### src/rtl/ledenc_pkg.sv
// Shared types and constants for the LED waveform encoder.
// Assumes the integrator converts nominal nanosecond values to cycles.
package ledenc_pkg;

    typedef enum logic [2:0] {
        ST_IDLE  = 3'd0,
        ST_FETCH = 3'd1,
        ST_HIGH  = 3'd2,
        ST_LOW   = 3'd3,
        ST_LATCH = 3'd4
    } enc_state_t;

    // Nominal power-up pulse lengths in nanoseconds
    localparam int NOM_T0H_NS   = 336;
    localparam int NOM_T0L_NS   = 840;
    localparam int NOM_T1H_NS   = 882;
    localparam int NOM_T1L_NS   = 294;
    localparam int NOM_RESET_NS = 300000;

    // Cycle count for a duration, truncated like a tie-off computation
    function automatic int ns_to_cycles(input int ns, input int period_ns);
        return ns / period_ns;
    endfunction

    function automatic int max2(input int a, input int b);
        return (a > b) ? a : b;
    endfunction

endpackage

### src/rtl/ledenc_reorder.sv
// Colour byte reorder: maps an R/G/B pixel word to wire order.
// Assumes PIX_W is three equal bytes; unknown codes fall back to R-G-B.
module ledenc_reorder #(
    parameter int PIX_W = 24
) (
    input  logic [2:0]       order,
    input  logic [PIX_W-1:0] pix_in,
    output logic [PIX_W-1:0] wire_word
);
    localparam int CW = PIX_W / 3;

    logic [CW-1:0] r, g, b;
    assign r = pix_in[3*CW-1:2*CW];
    assign g = pix_in[2*CW-1:CW];
    assign b = pix_in[CW-1:0];

    // Select the byte sequence for the requested order
    always_comb begin
        case (order)
            3'd1:    wire_word = {r, b, g};
            3'd2:    wire_word = {g, r, b};
            3'd3:    wire_word = {g, b, r};
            3'd4:    wire_word = {b, r, g};
            3'd5:    wire_word = {b, g, r};
            default: wire_word = {r, g, b};
        endcase
    end
endmodule

### src/rtl/ledenc_shifter.sv
// Bit shifter: holds the pixel in wire order, MSB is the current bit.
// Assumes load and shift are never asserted together.
module ledenc_shifter #(
    parameter int PIX_W = 24
) (
    input  logic             clk,
    input  logic             rst_n,
    input  logic             load,
    input  logic [PIX_W-1:0] load_word,
    input  logic             shift,
    output logic             cur_bit,
    output logic             nxt_bit,
    output logic             last_bit
);
    localparam int IDX_W = $clog2(PIX_W);

    logic [PIX_W-1:0] word_q;
    logic [IDX_W-1:0] idx_q;

    // Load a new pixel or advance one bit
    always_ff @(posedge clk) begin
        if (!rst_n) begin
            word_q <= '0;
            idx_q  <= '0;
        end else if (load) begin
            word_q <= load_word;
            idx_q  <= IDX_W'(PIX_W - 1);
        end else if (shift) begin
            word_q <= {word_q[PIX_W-2:0], 1'b0};
            idx_q  <= idx_q - 1'b1;
        end
    end

    assign cur_bit  = word_q[PIX_W-1];
    assign nxt_bit  = word_q[PIX_W-2];
    assign last_bit = (idx_q == '0);
endmodule

### src/rtl/ledenc_timer.sv
// Phase timer: counts a loaded cycle budget down; a budget of 0 lasts 1 cycle.
// Assumes load occurs on the cycle a phase is entered.
module ledenc_timer #(
    parameter int CNT_W = 13
) (
    input  logic             clk,
    input  logic             rst_n,
    input  logic             load,
    input  logic [CNT_W-1:0] load_val,
    output logic             expire
);
    logic [CNT_W-1:0] cnt_q;

    assign expire = (cnt_q <= CNT_W'(1));

    // Reload on phase entry, otherwise count down to the final cycle
    always_ff @(posedge clk) begin
        if (!rst_n)
            cnt_q <= '0;
        else if (load)
            cnt_q <= load_val;
        else if (!expire)
            cnt_q <= cnt_q - 1'b1;
    end
endmodule

### src/rtl/ledstrip_encoder.sv
// LED waveform encoder top: takes pixels over ready/valid and drives the
// one-wire pulse train, then the latch interval and a finish pulse.
// Assumes config inputs are meaningful on the start cycle only.
module ledstrip_encoder
    import ledenc_pkg::*;
#(
    parameter int PIX_W = 24,
    parameter int LEN_W = 13,
    parameter int T1H_W = 6,
    parameter int T1L_W = 5,
    parameter int T0H_W = 5,
    parameter int T0L_W = 6,
    parameter int TR_W  = 13
) (
    input  logic             clk,
    input  logic             rst_n,
    input  logic             start,
    input  logic [LEN_W-1:0] frame_len,
    input  logic [2:0]       color_order,
    input  logic [T1H_W-1:0] t1h_cyc,
    input  logic [T1L_W-1:0] t1l_cyc,
    input  logic [T0H_W-1:0] t0h_cyc,
    input  logic [T0L_W-1:0] t0l_cyc,
    input  logic [TR_W-1:0]  treset_cyc,
    input  logic [PIX_W-1:0] pix_data,
    input  logic             pix_valid,
    output logic             pix_ready,
    output logic             dout,
    output logic             busy,
    output logic             done
);
    localparam int CNT_W = max2(max2(TR_W, T1H_W), max2(T0L_W, max2(T1L_W, T0H_W)));

    enc_state_t state_q, state_d;

    logic [2:0]       ord_q;
    logic [T1H_W-1:0] t1h_q;
    logic [T1L_W-1:0] t1l_q;
    logic [T0H_W-1:0] t0h_q;
    logic [T0L_W-1:0] t0l_q;
    logic [TR_W-1:0]  tr_q;
    logic [LEN_W-1:0] remain_q;
    logic             done_q;

    logic [PIX_W-1:0] wire_word;
    logic             cur_bit, nxt_bit, last_bit, expire;
    logic             tmr_load, take, more_px, bit_end, do_shift;
    logic [CNT_W-1:0] tmr_val, th_new, th_nxt, tl_cur;

    ledenc_reorder #(.PIX_W(PIX_W)) u_reorder (
        .order     (ord_q),
        .pix_in    (pix_data),
        .wire_word (wire_word)
    );

    ledenc_shifter #(.PIX_W(PIX_W)) u_shift (
        .clk       (clk),
        .rst_n     (rst_n),
        .load      (take),
        .load_word (wire_word),
        .shift     (do_shift),
        .cur_bit   (cur_bit),
        .nxt_bit   (nxt_bit),
        .last_bit  (last_bit)
    );

    ledenc_timer #(.CNT_W(CNT_W)) u_timer (
        .clk      (clk),
        .rst_n    (rst_n),
        .load     (tmr_load),
        .load_val (tmr_val),
        .expire   (expire)
    );

    // Phase budgets for the incoming pixel, the next bit and the current bit
    assign th_new = wire_word[PIX_W-1] ? CNT_W'(t1h_q) : CNT_W'(t0h_q);
    assign th_nxt = nxt_bit ? CNT_W'(t1h_q) : CNT_W'(t0h_q);
    assign tl_cur = cur_bit ? CNT_W'(t1l_q) : CNT_W'(t0l_q);

    assign more_px   = (remain_q != LEN_W'(1));
    assign bit_end   = (state_q == ST_LOW) && expire && last_bit;
    assign do_shift  = (state_q == ST_LOW) && expire && !last_bit;
    assign pix_ready = (state_q == ST_FETCH) || (bit_end && more_px);
    assign take      = pix_valid && pix_ready;

    // Next phase and timer reload
    always_comb begin
        state_d  = state_q;
        tmr_load = 1'b0;
        tmr_val  = '0;
        case (state_q)
            ST_IDLE: begin
                if (start) begin
                    if (frame_len == '0) begin
                        state_d  = ST_LATCH;
                        tmr_load = 1'b1;
                        tmr_val  = CNT_W'(treset_cyc);
                    end else begin
                        state_d = ST_FETCH;
                    end
                end
            end
            ST_FETCH: begin
                if (take) begin
                    state_d  = ST_HIGH;
                    tmr_load = 1'b1;
                    tmr_val  = th_new;
                end
            end
            ST_HIGH: begin
                if (expire) begin
                    state_d  = ST_LOW;
                    tmr_load = 1'b1;
                    tmr_val  = tl_cur;
                end
            end
            ST_LOW: begin
                if (expire) begin
                    if (!last_bit) begin
                        state_d  = ST_HIGH;
                        tmr_load = 1'b1;
                        tmr_val  = th_nxt;
                    end else if (!more_px) begin
                        state_d  = ST_LATCH;
                        tmr_load = 1'b1;
                        tmr_val  = CNT_W'(tr_q);
                    end else if (take) begin
                        state_d  = ST_HIGH;
                        tmr_load = 1'b1;
                        tmr_val  = th_new;
                    end else begin
                        state_d = ST_FETCH;
                    end
                end
            end
            ST_LATCH: begin
                if (expire) state_d = ST_IDLE;
            end
            default: state_d = ST_IDLE;
        endcase
    end

    // State, captured configuration, pixel countdown and finish pulse
    always_ff @(posedge clk) begin
        if (!rst_n) begin
            state_q  <= ST_IDLE;
            ord_q    <= '0;
            t1h_q    <= '0;
            t1l_q    <= '0;
            t0h_q    <= '0;
            t0l_q    <= '0;
            tr_q     <= '0;
            remain_q <= '0;
            done_q   <= 1'b0;
        end else begin
            state_q <= state_d;
            done_q  <= (state_q == ST_LATCH) && expire;
            if (state_q == ST_IDLE && start) begin
                ord_q    <= color_order;
                t1h_q    <= t1h_cyc;
                t1l_q    <= t1l_cyc;
                t0h_q    <= t0h_cyc;
                t0l_q    <= t0l_cyc;
                tr_q     <= treset_cyc;
                remain_q <= frame_len;
            end else if (bit_end && more_px) begin
                remain_q <= remain_q - 1'b1;
            end
        end
    end

    assign dout = (state_q == ST_HIGH);
    assign busy = (state_q != ST_IDLE);
    assign done = done_q;
endmodule

### config.mk
export PLATFORM = sky130hd
export DESIGN_NAME = ledstrip_encoder
export DESIGN_NICKNAME = d
export VERILOG_FILES = /design/src/rtl/ledenc_pkg.sv /design/src/rtl/ledenc_reorder.sv /design/src/rtl/ledenc_shifter.sv /design/src/rtl/ledenc_timer.sv /design/src/rtl/ledstrip_encoder.sv
export SDC_FILE = /design/constraint.sdc
export NUM_CORES = 1
export LEC_CHECK = 0
export BUFFER_PORTS_ARGS = -buffer_cell sky130_fd_sc_hd__buf_2
export CAP_MARGIN = 40
export CORE_AREA = 2 2 127 129
export DETAILED_ROUTE_END_ITERATION = 6
export DIE_AREA = 0 0 129 131
export PLACE_DENSITY = 0.67
export SETUP_SLACK_MARGIN = 0.2
export SLEW_MARGIN = 20
export SYNTH_ARGS = -nofsm -noshare
export SYNTH_HDL_FRONTEND = slang
export SYNTH_HIERARCHICAL = 1
export SYNTH_SLANG_ARGS = --single-unit
### constraint.sdc
create_clock -name clk -period 3.5 [get_ports clk]
set_input_delay 0.35 -clock clk [delete_from_list [all_inputs] [get_ports clk]]
set_output_delay 0.35 -clock clk [all_outputs]
set_load 0.02 [all_outputs]
==> flow_summary_export.csv <==
group,metric,value,unit
status,status,"completed",
clock_tree,cts_max_level,3,
grt,first_global_vias,5287,
synthesis,synth-edff-count,0,
drt,antenna_left,0,
critical_path,end_kind,"flop",
drt,drt_first_pass_iters,4,
drt,viasPerCell,5.51,
synthesis,synth_ff_type,"dfxtp_1",
synthesis,yosysSeqAreaShare,31.7,%
power_and_ir_drop,p_comb_share,37.4,%
die,start_util,39.2,%
synthesis,synth_cells,775,
grt,grt_max_degree,60,
place,gp_congestion,0.869,
power_and_ir_drop,swShare,37.4,%
sta,fin_tns_setup,0,ns
synthesis,synth_xor_area_share,2.00,%
clock_tree,numCtsBuffers,9,
drt,wl,15.7,mm
sta,rsz0062_at_grt,"no",
critical_path,critical_path_required,3.78,ns
die,die_h,131,µm
finish,drive_above_1_share,18.6,%
drt,num_vias,5729,
finish,n_antenna_cell,0,
drt,detail_route.wl_per_cell,15.1,µm
power_and_ir_drop,p_leak,2.49,nW
place,post_dp_cell_area,6640,µm²
synthesis,postSynth.asyncResetShare,0,%
grt,grt_antenna_before_repair,0,
finish,layout_commonest_cell,"nand2_1",
synthesis,synth-seq-cells,97,
finish,area_delta_synth_final,13.3,%
clock_tree,cts_resized,0,
die,die_x,129,µm
die,rows,46,
synthesis,synth-compound-area-share,24.2,%
clock_tree,cts.sinks,97,
synthesis,synth_top_family_by_area,"simple AND/OR/NAND/NOR gates",
synthesis,syn_nets,859,
sta,maxSlewHeadroom,42.9,%
clock_tree,tritoncts,"built",
clock_tree,clockRootBuffer,"clkbuf_16",
clock_tree,clk_latency,0.35,ns
finish,postLayoutCoreUtil,44.4,%
sta,fmaxAchievable,351,MHz
sta,finalCritPeriodShare,81.5,%
finish,layout_common_cells,"141 x nand2_1, 96 x dfxtp_1, 82 x buf_2, 63 x a21oi_1, 37 x mux2i_1",
sta,finalSetupViolations,0,
drt,drc_errors,0,
power_and_ir_drop,power_frac_clock,25.1,%
finish,fin_area,6930,µm²
grt,overflow,0,
power_and_ir_drop,power.density,555,nW/µm²
synthesis,avgSynthCellArea,7.90,µm²
synthesis,yosys_warnings,6,
run,drv_cap,0,
critical_path,crit_fanout,9,
place,portBuffers,82,
critical_path,critical_path_class,"reg -> reg",
critical_path,worstSetupStartpointType,"flop",
synthesis,synthAdderAreaFrac,1.02,%
sta,skew,0.00748,ns
place,hpwl,10.9,mm
finish,final_nets,903,
die,io_pins,83,
synthesis,muxShareOfSynthArea,7.97,%
grt,grt_pass1_wl,26.1,mm
drt,drt_iter0_markers,381,
die,fp.coreArea,15600,µm²
clock_tree,cts_hold_buf,0,
synthesis,synth_cell_type_count,78,
power_and_ir_drop,p_int,2.41,mW
clock_tree,path_clk_slew,0.06,ns
sta,finalCriticalPeriod,2.85,ns
clock_tree,clock_path_buffers,2,
synthesis,netlist_area,6120,µm²
sta,tightest_slew,0.857,ns
synthesis,synthSimpleGateAreaFrac,27.3,%
worst_hold_path,hp-class,"in -> reg",
die,die_area,16900,µm²
power_and_ir_drop,switchingPower,1.44,mW
grt,gr-usage-all-layers,19.1,%
sta,drv_slew,0,
power_and_ir_drop,ir_drop,0.303,mV
power_and_ir_drop,seqPwrFrac,37.5,%
sta,finalHoldViolCount,0,
finish,n_fill_cell,1588,
critical_path,arrival,3.13,ns
clock_tree,postCtsSetupRepairBufs,0,
-- synth_stat cells, drive strengths merged (11+ instances only) --
library cell	n	area [µm²]
nor2b	11	68.8
a31oi	14	87.6
mux2i	40	420
nand2b	13	88.8
o211ai	11	82.6
and2	29	181
nor2	25	96.4
o21ai	56	333
dfxtp	97	1940
a211oi	16	120
a21oi	63	315
nand2	142	541
nand3	17	85.1
nor3	14	70.1
buf	28	185
nor3b	12	100
clkbuf	36	135
-- critical path, cell delays in order, from the launching register on --
cell     delay, ns
dfxtp_1       0.38
nor4_4        0.48
nand2_4       0.14
nor2_1        0.13
buf_4         0.16
and4b_1       0.36
buf_4         0.21
nand2_1       0.11
nor2_1        0.45
a22o_1        0.24
nand2_1       0.06
o21ai_2       0.07
-- cell type report --
cell class | count | area [µm²] | share of cell area [%]
inverters | 8 | 30.0 | 0.433
clock inverters | 4 | 26.3 | 0.379
clock buffers | 12 | 267 | 3.84
well taps | 216 | 270 | 3.90
repair buffers | 97 | 548 | 7.90
multi-input cells | 606 | 3850 | 55.5
flip-flops and latches | 97 | 1940 | 28.0
-- flip-flops by register name (all words and copies together), names as in the netlist --
register,cells
u_shift/word_q,24
remain_q,13
tr_q,13
u_timer/cnt_q,13
t0l_q,6
t1h_q,6
t0h_q,5
t1l_q,5
u_shift/idx_q,5
ord_q,3
state_q,3
done,1
-- through the flow --
| step | cells | setup WS, ns | hold WS [ns] | power, mW |
|---|---|---|---|---|
| 2_1_floorplan | 775 | 0.643 | 0.432 | 2.55 |
| 3_3_place_gp | 1024 | 0.725 | 0.442 | 2.88 |
| 3_5_place_dp | 1024 | 0.666 | 0.448 | 2.89 |
| 4_1_cts | 1040 | 0.647 | 0.229 | 3.87 |
| 5_1_grt | 1040 | 0.355 | 0.244 | 4.09 |
| 6_report | 1040 | 0.649 | 0.237 | 3.85 |
-- worst paths after layout --
| kind | to | cells past startpoint | from | slack (ns) |
|---|---|---|---|---|
| max | u_timer/cnt_q[9] | 11 | u_timer/cnt_q[4] | 0.65 |
| min | t0l_q[4] | 3 | t0l_cyc[4] | 0.24 |
| max reg2reg | u_timer/cnt_q[9] | 11 | u_timer/cnt_q[4] | 0.65 |
| min reg2reg | tr_q[6] | 2 | tr_q[6] | 0.46 |
-- routing by layer --
| metal | routed length, µm | vias to the layer above | GRT usage [%] |
|---|---|---|---|
| met5 | 0 | - | 0 |
| met4 | 178 | 0 | 5.75 |
| met3 | 742 | 11 | 2.52 |
| met2 | 7090 | 162 | 31.6 |
| met1 | 7710 | 2655 | 26.1 |
| li1 | - | 2901 | - |
-- power by group through the flow --
stage	clock network, mW	registers [mW]	logic (mW)
2_1_floorplan	0	1.41	1.15
3_3_place_gp	0	1.46	1.42
3_5_place_dp	0	1.46	1.43
4_1_cts	0.992	1.44	1.44
5_1_grt	1.03	1.47	1.60
6_report	0.966	1.44	1.44
-- cells by family (layout without fill, tap and decap cells) --
| family | after synthesis | in the layout |
|---|---|---|
| multiplexers | 46 | 46 |
| buffers and inverters | 72 | 121 |
| AND/OR/NAND/NOR | 315 | 315 |
| AO/OA/AOI/OAI | 226 | 226 |
| flip-flops | 97 | 97 |
| XOR/XNOR | 14 | 14 |
| adder cells (fa/ha/maj) | 5 | 5 |
No activity file was read; power rests on OpenSTA's default activity.
